File: src/rtl/segchk_pkg.sv
package segchk_pkg;
  typedef enum logic [1:0] {
    ACC_READ  = 2'd0,
    ACC_WRITE = 2'd1,
    ACC_PROBE = 2'd2,
    ACC_FETCH = 2'd3
  } acc_kind_e;

  // Segment indices that take part in the ordering of checks.
  localparam int unsigned SEG_ORD_LAST = 6;
  localparam int unsigned SEG_HELPER_A = 6;
  localparam int unsigned SEG_HELPER_B = 7;
  localparam int unsigned SEG_TASK     = 8;
  localparam int unsigned SEG_DTAB     = 9;
endpackage

File: src/rtl/seg_rights_chk.sv
module seg_rights_chk
  import segchk_pkg::*;
#(
  parameter int IDX_W = 4,
  parameter int SEL_W = 16
) (
  input  logic [IDX_W-1:0] seg_idx,
  input  logic [SEL_W-1:0] seg_sel,
  input  logic             attr_rd,
  input  logic             attr_wr,
  input  logic             attr_xdn,
  input  acc_kind_e        kind,
  output logic             null_flt,
  output logic             rights_flt,
  output logic             xdn_eff
);
  logic ordinary;
  logic exempt;
  logic wants_wr;
  logic wants_rd;

  always_comb begin
    ordinary = (32'(seg_idx) <= SEG_ORD_LAST);
    exempt   = (32'(seg_idx) == SEG_HELPER_A) || (32'(seg_idx) == SEG_HELPER_B) ||
               (32'(seg_idx) == SEG_TASK)     || (32'(seg_idx) == SEG_DTAB);
    wants_wr = (kind == ACC_WRITE) || (kind == ACC_PROBE);
    wants_rd = (kind == ACC_READ)  || (kind == ACC_PROBE);
    null_flt   = !exempt && (seg_sel == '0);
    rights_flt = ordinary && ((wants_wr && !attr_wr) || (wants_rd && !attr_rd));
    xdn_eff    = ordinary && attr_xdn;
  end
endmodule

File: src/rtl/seg_limit_chk.sv
module seg_limit_chk #(
  parameter int VA_W  = 64,
  parameter int LIM_W = 32,
  parameter int SZ_W  = 4
) (
  input  logic [VA_W-1:0]  vaddr,
  input  logic [VA_W-1:0]  base,
  input  logic [LIM_W-1:0] limit,
  input  logic [SZ_W-1:0]  size,
  input  logic [1:0]       wexp,
  input  logic             xdn,
  output logic             lim_flt
);
  localparam int EXT_W = VA_W + 1;
  localparam int NWID  = 4;

  // One mask per selectable width: 8, 16, 32 and 64 bits.
  logic [VA_W-1:0] wmask [NWID];
  for (genvar g = 0; g < NWID; g++) begin : g_wid
    for (genvar b = 0; b < VA_W; b++) begin : g_bit
      assign wmask[g][b] = (b < (8 << g)) ? 1'b1 : 1'b0;
    end
  end

  logic [VA_W-1:0]  diff;
  logic [VA_W-1:0]  offset;
  logic [EXT_W-1:0] off_x;
  logic [EXT_W-1:0] end_x;
  logic [EXT_W-1:0] lim_x;
  logic             below_off;
  logic             below_end;

  always_comb begin
    diff      = vaddr - base;
    offset    = diff & wmask[wexp];
    off_x     = {1'b0, offset};
    end_x     = off_x + EXT_W'(size) - EXT_W'(1);
    lim_x     = EXT_W'(limit);
    below_off = (off_x <= lim_x);
    below_end = (end_x <= lim_x);
    if (xdn) lim_flt = below_off || below_end;
    else     lim_flt = !below_off || !below_end;
  end
endmodule

File: src/rtl/seg_addr_mask.sv
module seg_addr_mask #(
  parameter int VA_W = 64
) (
  input  logic [VA_W-1:0] vaddr,
  input  logic            prot_en,
  input  logic            sub64,
  input  logic            asz_ovr,
  output logic [VA_W-1:0] eff_addr
);
  logic narrow;
  assign narrow = prot_en && (!sub64 || asz_ovr);

  if (VA_W > 32) begin : g_wide
    assign eff_addr = narrow ? {{(VA_W-32){1'b0}}, vaddr[31:0]} : vaddr;
  end else begin : g_thin
    assign eff_addr = vaddr;
    logic unused_narrow;
    assign unused_narrow = narrow;
  end
endmodule

File: src/rtl/seg_guard.sv
module seg_guard
  import segchk_pkg::*;
#(
  parameter int VA_W  = 64,
  parameter int LIM_W = 32,
  parameter int SEL_W = 16,
  parameter int IDX_W = 4,
  parameter int SZ_W  = 4
) (
  input  logic             clk,
  input  logic             rst_n,
  input  logic             req_valid,
  input  logic             prot_en,
  input  logic             long_mode,
  input  logic             sub64,
  input  logic [IDX_W-1:0] seg_idx,
  input  logic [SEL_W-1:0] seg_sel,
  input  logic [VA_W-1:0]  seg_base,
  input  logic [LIM_W-1:0] seg_limit,
  input  logic             attr_rd,
  input  logic             attr_wr,
  input  logic             attr_xdn,
  input  logic [1:0]       acc_kind,
  input  logic [SZ_W-1:0]  acc_size,
  input  logic [1:0]       def_asz,
  input  logic [1:0]       alt_asz,
  input  logic             asz_ovr,
  input  logic [VA_W-1:0]  vaddr,
  output logic             gp_fault,
  output logic [VA_W-1:0]  eff_addr
);
  acc_kind_e kind;
  logic      null_flt;
  logic      rights_flt;
  logic      xdn_eff;
  logic      lim_flt;
  logic [1:0] wexp;
  logic      legacy_chk;

  assign kind       = acc_kind_e'(acc_kind);
  assign wexp       = asz_ovr ? alt_asz : def_asz;
  assign legacy_chk = req_valid && prot_en && !long_mode;

  seg_rights_chk #(.IDX_W(IDX_W), .SEL_W(SEL_W)) u_rights (
    .seg_idx   (seg_idx),
    .seg_sel   (seg_sel),
    .attr_rd   (attr_rd),
    .attr_wr   (attr_wr),
    .attr_xdn  (attr_xdn),
    .kind      (kind),
    .null_flt  (null_flt),
    .rights_flt(rights_flt),
    .xdn_eff   (xdn_eff)
  );

  seg_limit_chk #(.VA_W(VA_W), .LIM_W(LIM_W), .SZ_W(SZ_W)) u_limit (
    .vaddr  (vaddr),
    .base   (seg_base),
    .limit  (seg_limit),
    .size   (acc_size),
    .wexp   (wexp),
    .xdn    (xdn_eff),
    .lim_flt(lim_flt)
  );

  seg_addr_mask #(.VA_W(VA_W)) u_mask (
    .vaddr   (vaddr),
    .prot_en (prot_en),
    .sub64   (sub64),
    .asz_ovr (asz_ovr),
    .eff_addr(eff_addr)
  );

  assign gp_fault = legacy_chk && (null_flt || rights_flt || lim_flt);

  // no request, no fault
  a_r1_idle_quiet: assert property (@(posedge clk) disable iff (!rst_n)
    !req_valid |-> !gp_fault);

  // real mode passes the address and never faults
  a_r2_real_passthru: assert property (@(posedge clk) disable iff (!rst_n)
    !prot_en |-> (!gp_fault && eff_addr == vaddr));

  // 64-bit mode bypasses the segment checks
  a_r10_long_bypass: assert property (@(posedge clk) disable iff (!rst_n)
    (prot_en && long_mode) |-> !gp_fault);

  // upper address half cleared when truncation applies
  a_r9_upper_clear: assert property (@(posedge clk) disable iff (!rst_n)
    (prot_en && (!sub64 || asz_ovr)) |-> (eff_addr[VA_W-1:32] == '0 &&
                                          eff_addr[31:0] == vaddr[31:0]));

  // null selector on a non-exempt segment faults
  a_r3_null_sel: assert property (@(posedge clk) disable iff (!rst_n)
    (legacy_chk && seg_sel == '0 && 32'(seg_idx) < SEG_HELPER_A) |-> gp_fault);

  // write into a read-only ordinary segment faults
  a_r4_write_ro: assert property (@(posedge clk) disable iff (!rst_n)
    (legacy_chk && 32'(seg_idx) <= SEG_ORD_LAST && !attr_wr &&
     kind == ACC_WRITE) |-> gp_fault);
endmodule

File: config.mk
export PLATFORM = sky130hd
export DESIGN_NAME = seg_guard
export DESIGN_NICKNAME = d
export VERILOG_FILES = /design/src/rtl/segchk_pkg.sv /design/src/rtl/seg_rights_chk.sv /design/src/rtl/seg_limit_chk.sv /design/src/rtl/seg_addr_mask.sv /design/src/rtl/seg_guard.sv
export SDC_FILE = /design/constraint.sdc
export NUM_CORES = 1
export LEC_CHECK = 0
export BUFFER_PORTS_ARGS = -buffer_cell sky130_fd_sc_hd__clkbuf_2
export CORE_MARGIN = 2
export CORE_UTILIZATION = 45
export DETAILED_ROUTE_END_ITERATION = 10
export PLACE_DENSITY = 0.69
export REMOVE_ABC_BUFFERS = 1
export SKIP_LAST_GASP = 1
export SLEW_MARGIN = 20
export SYNTH_ARGS = -nofsm -noshare
export SYNTH_HDL_FRONTEND = slang
export SYNTH_SLANG_ARGS = --single-unit
File: constraint.sdc
create_clock -name vclk -period 23.5
set_input_delay 2.35 -clock vclk [all_inputs]
set_output_delay 2.35 -clock vclk [all_outputs]
set_load 0.05 [all_outputs]
==> flow_summary.toml <==
[grt]
grt_pass1_wl_um = 49700
overflow = 0
grt_pass1_vias = 10833
antenna_found_initial = 0
track_usage_pct = 23.5
grt_max_degree = 37

[finish]
final_nets = 2231
antenna_cells = 0
final_cell_mix = "263 x clkbuf_2, 207 x ha_1, 188 x inv_1"
nFillCells = 2429
drive_above_1_share_pct = 17.3
clkbuf_count = 0
nFlopsAndLatches = 0
regArea_um2 = 0
synthToLayoutAreaGrowth_pct = 13.1
layout_commonest_cell = "clkbuf_2"
final_core_util_pct = 51.5

[sta]
slew_headroom_pct = 38.9
final_hold_viol_count = 0
worst_slew_pin_slew_ns = 0.893
timing.setup.tns_ns = 0
min_period_ns = 14.76
setup_violations = 0
grt_setup_unrepaired = "no"
slew_viol_final = 0
max_freq_mhz = 67.7
min_period_over_period_pct = 62.8

[floorplan]
die_area_um2 = 24900
core_area_um2 = 23300
initial_utilization_pct = 45.5
dieHeight_um = 158
die_w_um = 158
ioPinCount = 265
rows = 56

[flow_run]
drv_cap = 0

[drt]
drt-initial-drc-count = 705
route.detailed.drc = 0
routed_via_density = 5.52
drtPass1Iterations = 6
dr_total_vias = 11805
ant_nets = 0
totalWireLength_um = 30700
wire_per_inst_um = 14.4

[worst_hold_path]
hp-class = "in -> out"
whs_path_depth = 2
min-delay-start = "vaddr[0]"
min_to = "eff_addr[0]"

[yosys]
synthSimpleGateAreaFrac_pct = 27.0
yosys.area_share.xor_xnor_pct = 7.58
synth_mux_area_share_pct = 1.46
netlist_instances = 1614
synth_top_family_by_area = "compound AO/OA/AOI/OAI gates"
syn_area_um2 = 10600
ys_seq_area_share_pct = 0
ys_types = 94
synthAdderAreaFrac_pct = 24.8
yosysWarnings = 0
avgSynthCellArea_um2 = 6.58
synth_compound_area_share_pct = 29.0

[critical_path]
cp_data_required_time_ns = 21.15
critPathCaptureType = "output port"
critPathMaxStageDelay_ns = 0.48
cp.arrival_ns = 12.41
critPathKind = "in -> out"
cp_slowest_cell = "a2111oi_0"
cp-start-kind = "input port"
critPathMostFrequentCell = "o21ai_0"
crit_fanout = 5

[pwr]
ir_drop_v = 0.0000207
p_per_area_nw_per_um2 = 55.5
power.leakage_nw = 6.49
p_total_w = 0.000667

[placed_design]
place_congestion = 0.935
hpwlAfterDp_um = 27200
port_buffers = 263

[clocking]
cts_hold_repair.buffers = 0
cts_setup_buffers = 0
cts_resized = 0

[outcome]
run_status = "complete, no violations"
## worst max-delay path by stage
stage,start,depth (start not counted),to
global placement,vaddr[0],43,gp_fault
floorplan,seg_base[34],39,gp_fault
global route,vaddr[0],43,gp_fault
detailed placement,vaddr[0],43,gp_fault
CTS,vaddr[0],43,gp_fault
finish,vaddr[0],43,gp_fault
## worst max-delay path: cells and delay by family
family | cells | cell delay (ns)
AO/OA/AOI/OAI | 17 | 4.73
AND/OR/NAND/NOR | 15 | 2.73
multiplexers | 1 | 0.16
buffers and inverters | 4 | 0.54
adder cells (fa/ha/maj) | 4 | 1.28
XOR/XNOR | 2 | 0.62
## power breakdown
| group | switching, W | total (W) | internal [W] |
|---|---|---|---|
| logic | 0.000394 | 0.000667 | 0.000273 |
| registers | 0 | 0 | 0 |
| clock network | 0 | 0 | 0 |
## logic make-up after synthesis
kind of cell    Yosys count
xor+xnor                 92
mux                      14
buf+inv                 252
fa+ha+maj               209
simple gates            567
compound gates          480
## synthesized netlist by cell type, types with 18 or more instances
| cell | count | area (um2) |
|---|---|---|
| nor3_1 | 32 | 160 |
| o21ai_0 | 93 | 465 |
| a21o_1 | 55 | 413 |
| ha_1 | 207 | 2590 |
| xor2_1 | 37 | 324 |
| buf_4 | 34 | 255 |
| inv_1 | 188 | 706 |
| a21oi_1 | 155 | 776 |
| nand2b_1 | 27 | 169 |
| nor2_1 | 108 | 405 |
| nand4_1 | 28 | 175 |
| nor2b_1 | 28 | 175 |
| a211oi_1 | 18 | 135 |
| and2_1 | 47 | 294 |
| xnor2_1 | 55 | 482 |
| nand3_1 | 46 | 230 |
| nand2_1 | 165 | 619 |
| clkbuf_1 | 22 | 82.6 |
## per-layer routing
layer	track usage (%)	up-vias	share of wire (%)
li1	-	6151	-
met1	30.3	5311	45
met2	43.6	309	49
met3	0.931	34	4.4
met4	4.46	0	1.9
met5	0	-	0
## per-stage QoR
step	hold WS, ns	cell area [um2]	std cells	setup slack, ns
2_1_floorplan	4.70	10300	1553	10.64
3_3_place_gp	5.01	12000	2139	8.93
3_5_place_dp	5.01	12000	2139	8.83
4_1_cts	5.02	12000	2139	8.76
5_1_grt	5.03	12000	2139	7.90
6_report	5.01	12000	2139	8.74
## final cells by class
cell class | instances | area, um2 | share of cell area, %
multi-input combinational | 1362 | 9550 | 79.5
timing repair buffer | 267 | 1350 | 11.2
inverter | 191 | 717 | 5.97
tap | 319 | 399 | 3.32
Power figures use the tool's default switching activity.
